<file path="src/rtl/spi_irq_pkg.sv">
package spi_irq_pkg;

    localparam int NUM_IRQ = 7;
    localparam int ADDR_W  = 3;
    localparam int DATA_W  = 32;

    // status bit positions (software decodes these)
    localparam int BIT_RX_OVF    = 0;
    localparam int BIT_MODE_FAIL = 1;
    localparam int BIT_TX_NFULL  = 2;
    localparam int BIT_TX_FULL   = 3;
    localparam int BIT_RX_NEMPTY = 4;
    localparam int BIT_RX_FULL   = 5;
    localparam int BIT_TX_UDF    = 6;

    localparam logic [NUM_IRQ-1:0] STICKY_MASK = 7'b100_0011;

    typedef enum logic [ADDR_W-1:0] {
        SEL_STATUS = 3'd0,
        SEL_MSET   = 3'd1,
        SEL_MCLR   = 3'd2,
        SEL_MASK   = 3'd3,
        SEL_TXTH   = 3'd4,
        SEL_RXTH   = 3'd5
    } reg_sel_e;

    typedef struct packed {
        logic tx_udf;
        logic mode_fail;
        logic rx_ovf;
    } evt_t;

    typedef struct packed {
        logic tx_full;
        logic rx_full;
        logic tx_below;
        logic rx_reached;
    } lvl_t;

    function automatic logic [NUM_IRQ-1:0] place_events(input evt_t e);
        logic [NUM_IRQ-1:0] v;
        v                = '0;
        v[BIT_RX_OVF]    = e.rx_ovf;
        v[BIT_MODE_FAIL] = e.mode_fail;
        v[BIT_TX_UDF]    = e.tx_udf;
        return v;
    endfunction

    function automatic logic [NUM_IRQ-1:0] place_levels(input lvl_t l);
        logic [NUM_IRQ-1:0] v;
        v                = '0;
        v[BIT_TX_NFULL]  = l.tx_below;
        v[BIT_TX_FULL]   = l.tx_full;
        v[BIT_RX_NEMPTY] = l.rx_reached;
        v[BIT_RX_FULL]   = l.rx_full;
        return v;
    endfunction

endpackage

</file>
<file path="src/rtl/spi_irq_sticky.sv">
module spi_irq_sticky
    import spi_irq_pkg::*;
(
    input  logic               clk,
    input  logic               rst,
    input  logic [NUM_IRQ-1:0] set_vec,
    input  logic [NUM_IRQ-1:0] clr_vec,
    output logic [NUM_IRQ-1:0] flags
);
    for (genvar i = 0; i < NUM_IRQ; i++) begin : g_bit
        if (STICKY_MASK[i]) begin : g_keep
            logic q;
            always_ff @(posedge clk) begin
                if (rst)
                    q <= 1'b0;
                else
                    q <= (q & ~clr_vec[i]) | set_vec[i];
            end
            assign flags[i] = q;
        end else begin : g_none
            assign flags[i] = 1'b0;
        end
    end
endmodule

</file>
<file path="src/rtl/spi_irq_level.sv">
module spi_irq_level
    import spi_irq_pkg::*;
#(
    parameter int CNT_W = 7
) (
    input  logic [CNT_W-1:0]   tx_count,
    input  logic [CNT_W-1:0]   rx_count,
    input  logic [CNT_W-1:0]   tx_thr,
    input  logic [CNT_W-1:0]   rx_thr,
    input  logic               tx_full,
    input  logic               rx_full,
    output logic [NUM_IRQ-1:0] levels
);
    lvl_t lv;
    always_comb begin
        lv.tx_below   = (tx_count < tx_thr);
        lv.rx_reached = (rx_count >= rx_thr);
        lv.tx_full    = tx_full;
        lv.rx_full    = rx_full;
        levels        = place_levels(lv);
    end
endmodule

</file>
<file path="src/rtl/spi_irq_mask.sv">
module spi_irq_mask
    import spi_irq_pkg::*;
(
    input  logic               clk,
    input  logic               rst,
    input  logic [NUM_IRQ-1:0] set_vec,
    input  logic [NUM_IRQ-1:0] clr_vec,
    output logic [NUM_IRQ-1:0] mask
);
    always_ff @(posedge clk) begin
        if (rst)
            mask <= '0;
        else
            mask <= (mask | set_vec) & ~clr_vec;
    end
endmodule

</file>
<file path="src/rtl/spi_irq_status.sv">
module spi_irq_status
    import spi_irq_pkg::*;
#(
    parameter int DEPTH = 64,
    localparam int CNT_W = $clog2(DEPTH + 1)
) (
    input  logic              clk,
    input  logic              rst,
    input  logic              wr_en,
    input  logic [ADDR_W-1:0] wr_addr,
    input  logic [DATA_W-1:0] wr_data,
    input  logic [ADDR_W-1:0] rd_addr,
    output logic [DATA_W-1:0] rd_data,
    input  logic [CNT_W-1:0]  tx_count,
    input  logic [CNT_W-1:0]  rx_count,
    input  logic              tx_full,
    input  logic              rx_full,
    input  logic              ev_rx_ovf,
    input  logic              ev_mode_fail,
    input  logic              ev_tx_udf,
    output logic              irq
);
    localparam logic [CNT_W-1:0] THR_RESET = CNT_W'(1);

    reg_sel_e           wsel;
    reg_sel_e           rsel;
    logic [NUM_IRQ-1:0] wbits;
    logic [NUM_IRQ-1:0] stat_clr;
    logic [NUM_IRQ-1:0] mask_set;
    logic [NUM_IRQ-1:0] mask_clr;
    logic [NUM_IRQ-1:0] ev_vec;
    logic [NUM_IRQ-1:0] sticky_q;
    logic [NUM_IRQ-1:0] level_w;
    logic [NUM_IRQ-1:0] status_w;
    logic [NUM_IRQ-1:0] mask_q;
    logic [CNT_W-1:0]   tx_thr_q;
    logic [CNT_W-1:0]   rx_thr_q;
    evt_t               evt;

    always_comb begin
        wsel     = reg_sel_e'(wr_addr);
        rsel     = reg_sel_e'(rd_addr);
        wbits    = wr_data[NUM_IRQ-1:0];
        stat_clr = (wr_en && wsel == SEL_STATUS) ? (wbits & STICKY_MASK) : '0;
        mask_set = (wr_en && wsel == SEL_MSET) ? wbits : '0;
        mask_clr = (wr_en && wsel == SEL_MCLR) ? wbits : '0;
        evt.rx_ovf    = ev_rx_ovf;
        evt.mode_fail = ev_mode_fail;
        evt.tx_udf    = ev_tx_udf;
        ev_vec   = place_events(evt);
    end

    spi_irq_sticky u_sticky (
        .clk     (clk),
        .rst     (rst),
        .set_vec (ev_vec),
        .clr_vec (stat_clr),
        .flags   (sticky_q)
    );

    spi_irq_level #(.CNT_W(CNT_W)) u_level (
        .tx_count (tx_count),
        .rx_count (rx_count),
        .tx_thr   (tx_thr_q),
        .rx_thr   (rx_thr_q),
        .tx_full  (tx_full),
        .rx_full  (rx_full),
        .levels   (level_w)
    );

    spi_irq_mask u_mask (
        .clk     (clk),
        .rst     (rst),
        .set_vec (mask_set),
        .clr_vec (mask_clr),
        .mask    (mask_q)
    );

    always_ff @(posedge clk) begin
        if (rst) begin
            tx_thr_q <= THR_RESET;
            rx_thr_q <= THR_RESET;
        end else if (wr_en) begin
            if (wsel == SEL_TXTH) tx_thr_q <= wr_data[CNT_W-1:0];
            if (wsel == SEL_RXTH) rx_thr_q <= wr_data[CNT_W-1:0];
        end
    end

    assign status_w = sticky_q | level_w;
    assign irq      = |(status_w & mask_q);

    always_comb begin
        rd_data = '0;
        case (rsel)
            SEL_STATUS: rd_data[NUM_IRQ-1:0] = status_w;
            SEL_MASK:   rd_data[NUM_IRQ-1:0] = mask_q;
            SEL_TXTH:   rd_data[CNT_W-1:0]   = tx_thr_q;
            SEL_RXTH:   rd_data[CNT_W-1:0]   = rx_thr_q;
            default:    rd_data = '0;
        endcase
    end
endmodule

</file>
<file path="config.mk">
export PLATFORM = sky130hd
export DESIGN_NAME = spi_irq_status
export DESIGN_NICKNAME = d
export VERILOG_FILES = /design/src/rtl/spi_irq_pkg.sv /design/src/rtl/spi_irq_sticky.sv /design/src/rtl/spi_irq_level.sv /design/src/rtl/spi_irq_mask.sv /design/src/rtl/spi_irq_status.sv
export SDC_FILE = /design/constraint.sdc
export NUM_CORES = 1
export LEC_CHECK = 0
export ABC_CLOCK_PERIOD_IN_PS = 3100
export CORE_ASPECT_RATIO = 0.75
export CORE_MARGIN = 1
export CORE_UTILIZATION = 43
export CTS_BUF_LIST = sky130_fd_sc_hd__clkbuf_2
export DETAILED_ROUTE_END_ITERATION = 6
export GPL_TIMING_DRIVEN = 0
export PLACE_DENSITY_LB_ADDON = 0.15
export SETUP_SLACK_MARGIN = 0.15
export SYNTH_ARGS = -nofsm -noshare
export SYNTH_HDL_FRONTEND = slang
export SYNTH_SLANG_ARGS = --single-unit
</file>
<file path="constraint.sdc">
create_clock -name clk -period 3.1 [get_ports clk]
set_input_delay 0.62 -clock clk [delete_from_list [all_inputs] [get_ports clk]]
set_output_delay 0.62 -clock clk [all_outputs]
set_load 0.01 [all_outputs]
</file>
* After elaboration in Yosys (flattened, before gate mapping)
Index checks and enable logic that the tools add are counted.
** Storage, ports and cells
- Word-level logic and storage cells :: 41
- Register bits after elaboration :: 24
** Cells by class
- Eq/ne operators :: 7
- Multiplexer cells :: 4
- Magnitude comparators :: 2
- Bitwise operators :: 14
- Reductions and logical operators :: 8
** Operators with widths (count)
- $pmux 7 s4 :: 1
- $mux 7 :: 3
- $and 7x7->7 :: 2
- $eq 3x3->1 const B :: 4
- $ge 7x7->1 :: 1
- $lt 7x7->1 :: 1
- $not 7->7 :: 1
- $or 7x6->7 :: 1
- $or 7x7->7 :: 1
- $reduce_or 7->1 :: 1
- $eq 3x2->1 const B :: 2
- $logic_not 3->1 :: 2
- $reduce_and 2->1 :: 2
- $and 1x1->1 :: 3
- $eq 3x1->1 const B :: 1
- $logic_and 1x1->1 :: 3
- $not 1->1 :: 3
- $or 1x1->1 :: 3

* Depth between registers and ports, before layout
Gate-level depths: netlist of the first run.
- Word-level depth :: 6
- Gate-level depth with buffers :: 6
- Gate-level depth less buffers :: 6

* Cells and area by module
A second synthesis of the first run with hierarchy kept.
** Second synthesis, totals
- Cell total of the unflattened synthesis :: 227
- Area total of the unflattened synthesis :: 1864.3 µm²
** Modules (own cells, without submodules)
- spi_irq_status :: cells each 137, times used 1, area each 1138.6 µm²
- spi_irq_level :: cells each 49, times used 1, area each 357.8 µm²
- spi_irq_mask :: cells each 21, times used 1, area each 206.4 µm²
- spi_irq_sticky :: cells each 20, times used 1, area each 161.4 µm²

* Least setup slack after synthesis of the first run
OpenSTA, ideal clock, no wires.
- Kind :: input to output
- Start :: in rx_count[5]
- End :: out rd_data[4]
- Cell stages on the path :: 5
- Path buffers :: 0
- Required time :: 2480 ps
- Data arrival time :: 1933 ps
- Setup slack :: 547 ps
- Cells stage by stage :: ha_1 a21o_1 a221o_1 a31o_1 a221o_1
** Between the ends
- Longest elaborated chain between the ends :: 3
** Ends and longest elaborated chain
- start: declaration :: RTL line spi_irq_status.sv:15 : input logic [CNT_W-1:0] rx_count,
- $ge 7x7->1 :: RTL line spi_irq_level.sv:17 : lv.rx_reached = (rx_count >= rx_thr);
- $or 7x6->7 :: RTL line spi_irq_status.sv:89 : assign status_w = sticky_q | level_w;
- $pmux 7 s4 :: RTL line spi_irq_status.sv:94 : case (rsel)
- end: declaration :: RTL line spi_irq_status.sv:13 : output logic [DATA_W-1:0] rd_data,
Every way passes these cells.

* Final worst setup path of the first run
- Start :: in rx_count[0]
- End :: out rd_data[4]
The elaborated chain is that of the path after synthesis.

==> results.toml, run 1 <==
[status]
run_status = "completed"

[clock_network]
cts_tree = "built"
root_buffer = "clkbuf_2"
clockBufferDepth = 2
path_clk_slew_ns = 0.21
cts_hold_buf = 0
htree_levels = 1
cts_inserted_buffers = 3
cts_num_sinks = 24
clk_latency_ns = 0.33

[min_path]
hold_class = "reg -> reg"

[route]
ant_nets = 0
drt-total-wl_mm = 4.14
vias = 1570
wire_per_inst_um = 12.8
drt_pass1_iterations = 4
vias_per_cell = 4.85
drcViolationCount = 0
drt-initial-drc-count = 109

[pwr]
p_leak_uw = 0.00102
comb_power_share = 0.306
power_uw = 645
switchingPower_uw = 194
peakVddDrop_mv = 0.227
sw_frac_of_total = 0.300
power.density_nw_per_um2 = 276
seqPwrFrac = 0.506
clkPwrFrac = 0.188
p_int_uw = 451

[critical_path]
crit_fanout = 2
max_stage_delay_ns = 0.45
worst_ep_arrival_time_ns = 2.28
crit_required_ns = 2.48
end_kind = "primary output"
crit_type = "in -> out"
critPathSlowestCell = "clkdlybuf4s50_1"
crit_chain = "clkdlybuf4s50_1 > inv_1 > ha_1 > nor2b_1 > o21ai_2 > a31o_1 > a221o_1 > buf_2"
start_kind = "input port"

[timing]
fmax_mhz = 344
period_needed_ns = 2.90
finalHoldViolCount = 0
post-route-period-util = 0.937
setup_viol = 0
slew_viol_final = 0
fin_setup_tns_ns = 0
clock_skew_ns = 0
rsz0062_at_grt = "yes"
max_slew_margin = 0.511
tightest_slew_ns = 0.723

[layout]
ff_latch_area_um2 = 482
nFillCells = 361
drive_gt1_frac = 0.162
multi_input_area_um2 = 1070
area_growth_pct = 38.7
final_nets = 347
num_antenna_cells = 0

[flow_run]
drv_cap = 0

[global_route]
grt_antenna_before_repair = 0
grt_pass1_wl_mm = 6.34
grt_max_degree = 13
grt.total_usage = 0.201
grt_overflow_total = 0
grt_pass1_vias = 1302

[floorplan]
initial_utilization = 0.454
core_um2 = 3710
ios = 93
rows = 19
fp.dieH_um = 56.2
die-area_um2 = 4170
fp.dieW_um = 74.2

[synth]
ys_ff_latch = 24
ys_seq_area_frac = 0.286
syn_area_um2 = 1680
synth.yosys.warnings = 0
synth_area_per_cell_um2 = 8.29
synthDistinctLibCells = 39
syn_inst = 203
ys_top_cells_by_area = "dfxtp_1 29%, mux2i_1 11%, buf_4 11%"
synth_top_area_share = 0.286
yosysTopAreaCell = "dfxtp_1"

[placed_design]
hpwl_mm = 3.13
gp_congestion = 0.855
numPortBuffers = 41
-- critical path: cells and delay by family --
kind            cells  cell delay, ns
compound gates      3            0.62
simple gates        1            0.14
fa+ha+maj           1            0.28
buf+inv             3            0.64
-- synthesized netlist by cell type --
cell type,n
buf_4,25
dfxtp_1,24
nor2_1,23
mux2i_1,19
inv_1,16
a21oi_1,14
ha_1,13
nand2_1,11
a211oi_1,7
a31oi_1,4
clkbuf_1,4
o21ai_1,4
a22oi_1,3
buf_2,3
a211o_1,2
a21o_1,2
a221o_1,2
nand2b_1,2
nand4_1,2
nor2b_1,2
nor4bb_1,2
o22ai_1,2
a222oi_1,1
a31o_1,1
and2_1,1
and3_1,1
and3_2,1
clkbuf_2,1
conb_1,1
nand3_1,1
nand4b_1,1
nor3_1,1
nor3_4,1
nor4b_1,1
o211a_1,1
o211ai_1,1
o21ai_0,1
o221ai_1,1
o311ai_1,1
-- cell usage in the layout, fill, tap and decap left out, drive strengths merged --
cell type,Yosys,final
clkdlybuf4s50,0,33
buf,28,31
conb,1,25
dfxtp,24,24
nor2,23,23
mux2i,19,19
inv,16,16
a21oi,14,14
ha,13,13
nand2,11,11
clkbuf,5,8
a211oi,7,7
o21ai,5,5
a31oi,4,4
a22oi,3,3
dlymetal6s2s,0,3
nand2b,2,2
o22ai,2,2
nor2b,2,2
a21o,2,2
a221o,2,2
nand4,2,2
nor4bb,2,2
a211o,2,2
dlygate4sd2,0,2
and3,2,2
nor3,2,2
and2,1,1
a31o,1,1
nand3,1,1
o211ai,1,1
o311ai,1,1
a222oi,1,1
o211a,1,1
o221ai,1,1
nand4b,1,1
nor4b,1,1
clkdlybuf4s15,0,1
-- cell type report --
class                      count  share of cell area
inverter                      16              0.0257
timing repair buffer          42               0.177
tap                           52              0.0279
sequential                    24               0.206
buffer                        33              0.0975
clock buffer                   3             0.00643
multi-input combinational    154               0.459
-- power by group through the flow --
stage	Clock [uW]	Combinational, uW	Sequential [uW]
finish	121	197	327
global route	134	217	328
CTS	121	188	326
detailed placement	0	185	332
global placement	0	184	332
floorplan	0	108	329
-- routing by layer --
| layer | track usage | vias to the layer above | share of wire |
|---|---|---|---|
| li1 | - | 815 | - |
| met1 | 0.309 | 690 | 0.50 |
| met2 | 0.288 | 61 | 0.42 |
| met3 | 0.0453 | 4 | 0.080 |
| met4 | 0.0270 | 0 | 0.0041 |
| met5 | 0 | - | 0 |
-- per-stage QoR --
stage               setup slack [ns]  area, um2  hold slack, ns  cells   util
finish                         0.196       2330           0.542    324  0.630
global placement              -0.379       2250           0.499    320  0.606
global route                   0.134       2330           0.574    324  0.630
CTS                          -0.0196       2290           0.540    323  0.616
floorplan                      0.547       1770           0.462    227      -
detailed placement            -0.386       2250           0.512    320  0.606
-- what timing repair did --
item	in CTS	in global routing
pin swaps	3	5
gates cloned	0	0
resized for setup	16	11
endpoints found under the setup margin	8	3
setup buffers	0	1
-- cells by family after synthesis --
| logic type | synth area share |
|---|---|
| buffers and inverters | 0.168 |
| AND/OR/NAND/NOR | 0.148 |
| adder cells (fa/ha/maj) | 0.0967 |
| multiplexers | 0.113 |
| flip-flops | 0.286 |
| other | 0.00223 |
| AO/OA/AOI/OAI | 0.187 |
-- worst paths after layout --
| path | start | to | slack, ns | cells after the start |
|---|---|---|---|---|
| worst min-delay path | u_mask.mask[2]$_SDFF_PP0_ | u_mask.mask[2]$_SDFF_PP0_ | 0.54 | 2 |
| worst max-delay path | rx_count[0] | rd_data[4] | 0.20 | 8 |
| worst min register to register | u_mask.mask[2]$_SDFF_PP0_ | u_mask.mask[2]$_SDFF_PP0_ | 0.54 | 2 |
| worst max register to register | tx_thr_q[0]$_SDFFE_PP1P_ | tx_thr_q[0]$_SDFFE_PP1P_ | 2.24 | 2 |
-- sequential cells by signal (all words and copies together), names as in the netlist --
name                     cells
u_mask.mask                  7
u_sticky.g_bit.g_keep.q      3
tx_thr_q                     7
rx_thr_q                     7
Note: power is estimated with default switching activity, not from simulation.
==> run 2, diff against run 1 <==
ABC_CLOCK_PERIOD_IN_PS = 3600   (was 3100)
clock period = 3.6 ns   (was 3.1 ns; I/O delays follow)
==> results.toml, run 2 (synthesized netlist as in run 1, its figures left out) <==
[critical_path]
start_kind = "input port"
cpMostUsedCell = "a221o_1"
critPathSlowestCell = "clkdlybuf4s50_1"
crit_buf_inv = 2
crit_fanout = 2
r2r_start = "tx_thr_q[0]$_SDFFE_PP1P_"
crit_type = "in -> out"
crit_required_ns = 2.88
rrSetupSlack_ns = 2.74
setup.worst_path.start = "rx_count[5]"
crit_chain = "clkdlybuf4s50_1 > ha_1 > a21o_1 > a221o_1 > a31o_1 > a221o_1 > clkbuf_2"
worst_ep_arrival_time_ns = 2.62
end_kind = "primary output"
max_stage_delay_ns = 0.40
crit_family = "compound AO/OA/AOI/OAI gates"

[placed_design]
gp_congestion = 0.855
numPortBuffers = 41
pre_cts_slack_ns = -0.0863
hpwl_mm = 3.13

[global_route]
grt-busiest-layer = "met1"
grt_pass1_wl_mm = 6.22
met2_usage = 0.277
grt.total_usage = 0.197
grt_util_met3 = 0.0453
grt_overflow_total = 0
grt_pass1_vias = 1278
grt_antenna_before_repair = 0
met1_usage = 0.308
grt_max_degree = 13

[layout]
nFillCells = 372
area_growth_pct = 34.6
final_nets = 346
drive_gt1_frac = 0.133
layout_common_cells = "38 x clkdlybuf4s50_1, 25 x buf_4, 25 x conb_1"
layout_commonest_cell = "clkdlybuf4s50_1"
ff_latch_area_um2 = 480
reg_top3 = "rx_thr_q: 7 flops, tx_thr_q: 7 flops, u_mask.mask: 7 flops"
multi_input_area_um2 = 1020
num_antenna_cells = 0

[pwr]
p_leak_uw = 0.000995
switchingPower_uw = 163
comb_power_share = 0.295
sw_frac_of_total = 0.298
power.density_nw_per_um2 = 242
peakVddDrop_mv = 0.197
p_int_uw = 384
clkPwrFrac = 0.192
seqPwrFrac = 0.513

[route]
drcViolationCount = 0
drt_pass1_iterations = 4
vias = 1560
vias_per_cell = 4.83
drt-initial-drc-count = 102
ant_nets = 0
wire_per_inst_um = 12.6
drt-total-wl_mm = 4.07

[timing]
post-route-period-util = 0.927
period_needed_ns = 3.34
finalHoldViolCount = 0
fin_ws_ns = 0.262
max_slew_margin = 0.494
fmax_mhz = 300
rsz0062_at_grt = "no"
clock_skew_ns = 0
setup_viol = 0
finalHoldWorstSlack_ns = 0.542
slew_viol_final = 0
tightest_slew_ns = 0.749

[clock_network]
clk_latency_ns = 0.33
clockBufferDepth = 2
cts_num_sinks = 24
cts_tree = "built"
root_buffer = "clkbuf_2"
path_clk_slew_ns = 0.22
cts_setup_buffers = 0
cts_inserted_buffers = 3
htree_levels = 1

[min_path]
hold_class = "reg -> reg"
hold_start = "u_mask.mask[2]$_SDFF_PP0_"

[flow_run]
drv_cap = 0

[floorplan]
die-area_um2 = 4170
rows = 19
initial_utilization = 0.454
fp.dieH_um = 56.2
ios = 93
fp.dieW_um = 74.2
core_um2 = 3710

[status]
run_status = "completed"
==> run 2: cell count changes in the layout (fill, tap and decap cells not counted), sizes merged <==
cell	delta
dlymetal6s2s	-2
dlygate4sd2	-1
buf	-3
clkbuf	+1
clkdlybuf4s50	+5
clkdlybuf4s15	-1
==> run 2: power by group through the flow <==
stage | Clock [uW] | Sequential (uW) | Combinational, uW
finish | 105 | 281 | 162
floorplan | 0 | 284 | 92.7
detailed placement | 0 | 286 | 159
global placement | 0 | 286 | 159
CTS | 104 | 281 | 160
global route | 116 | 282 | 178
==> run 2: final cells by class <==
type | count | share of cell area
inverter | 16 | 0.0265
buffer | 33 | 0.0983
multi-input combinational | 154 | 0.448
sequential | 24 | 0.212
clock buffer | 3 | 0.00663
timing repair buffer | 41 | 0.179
tap | 52 | 0.0287
==> run 2: what timing repair did <==
| item | 4_1_cts | 5_1_grt |
|---|---|---|
| hold endpoints to repair | 0 | 0 |
| resized for setup | 4 | 2 |
| hold buffers | 0 | 0 |
| endpoints found under the setup margin | 2 | 2 |
==> run 2: metrics by stage <==
stage	power, uW	util	std cells	cell area, um2	setup TNS (ns)
after floorplan	376	-	227	1770	0
after global placement	445	0.606	320	2250	-0.0791
after detailed placement	445	0.606	320	2250	-0.0863
final	548	0.611	323	2270	0
after CTS	546	0.612	323	2270	0
after global routing	576	0.611	323	2270	0
==> run 2: metal layers <==
metal	share of wire	vias to the layer above	routed length [um]
met2	0.41	64	1660
met1	0.51	687	2090
met4	0.0027	0	11
li1	-	807	-
met5	0	-	0
met3	0.075	2	304
==> run 2: worst paths after layout <==
path | end | cells past startpoint
setup / recovery | rd_data[4] | 7
hold / removal | u_mask.mask[2]$_SDFF_PP0_ | 2
setup reg to reg | tx_thr_q[0]$_SDFFE_PP1P_ | 2
hold reg to reg | u_mask.mask[2]$_SDFF_PP0_ | 2
==> run 2: worst reg2reg max path, stage by stage (launching register included) <==
cell and delay (ns):
dfxtp_1 0.38, nor2b_1 0.14, a211o_1 0.27
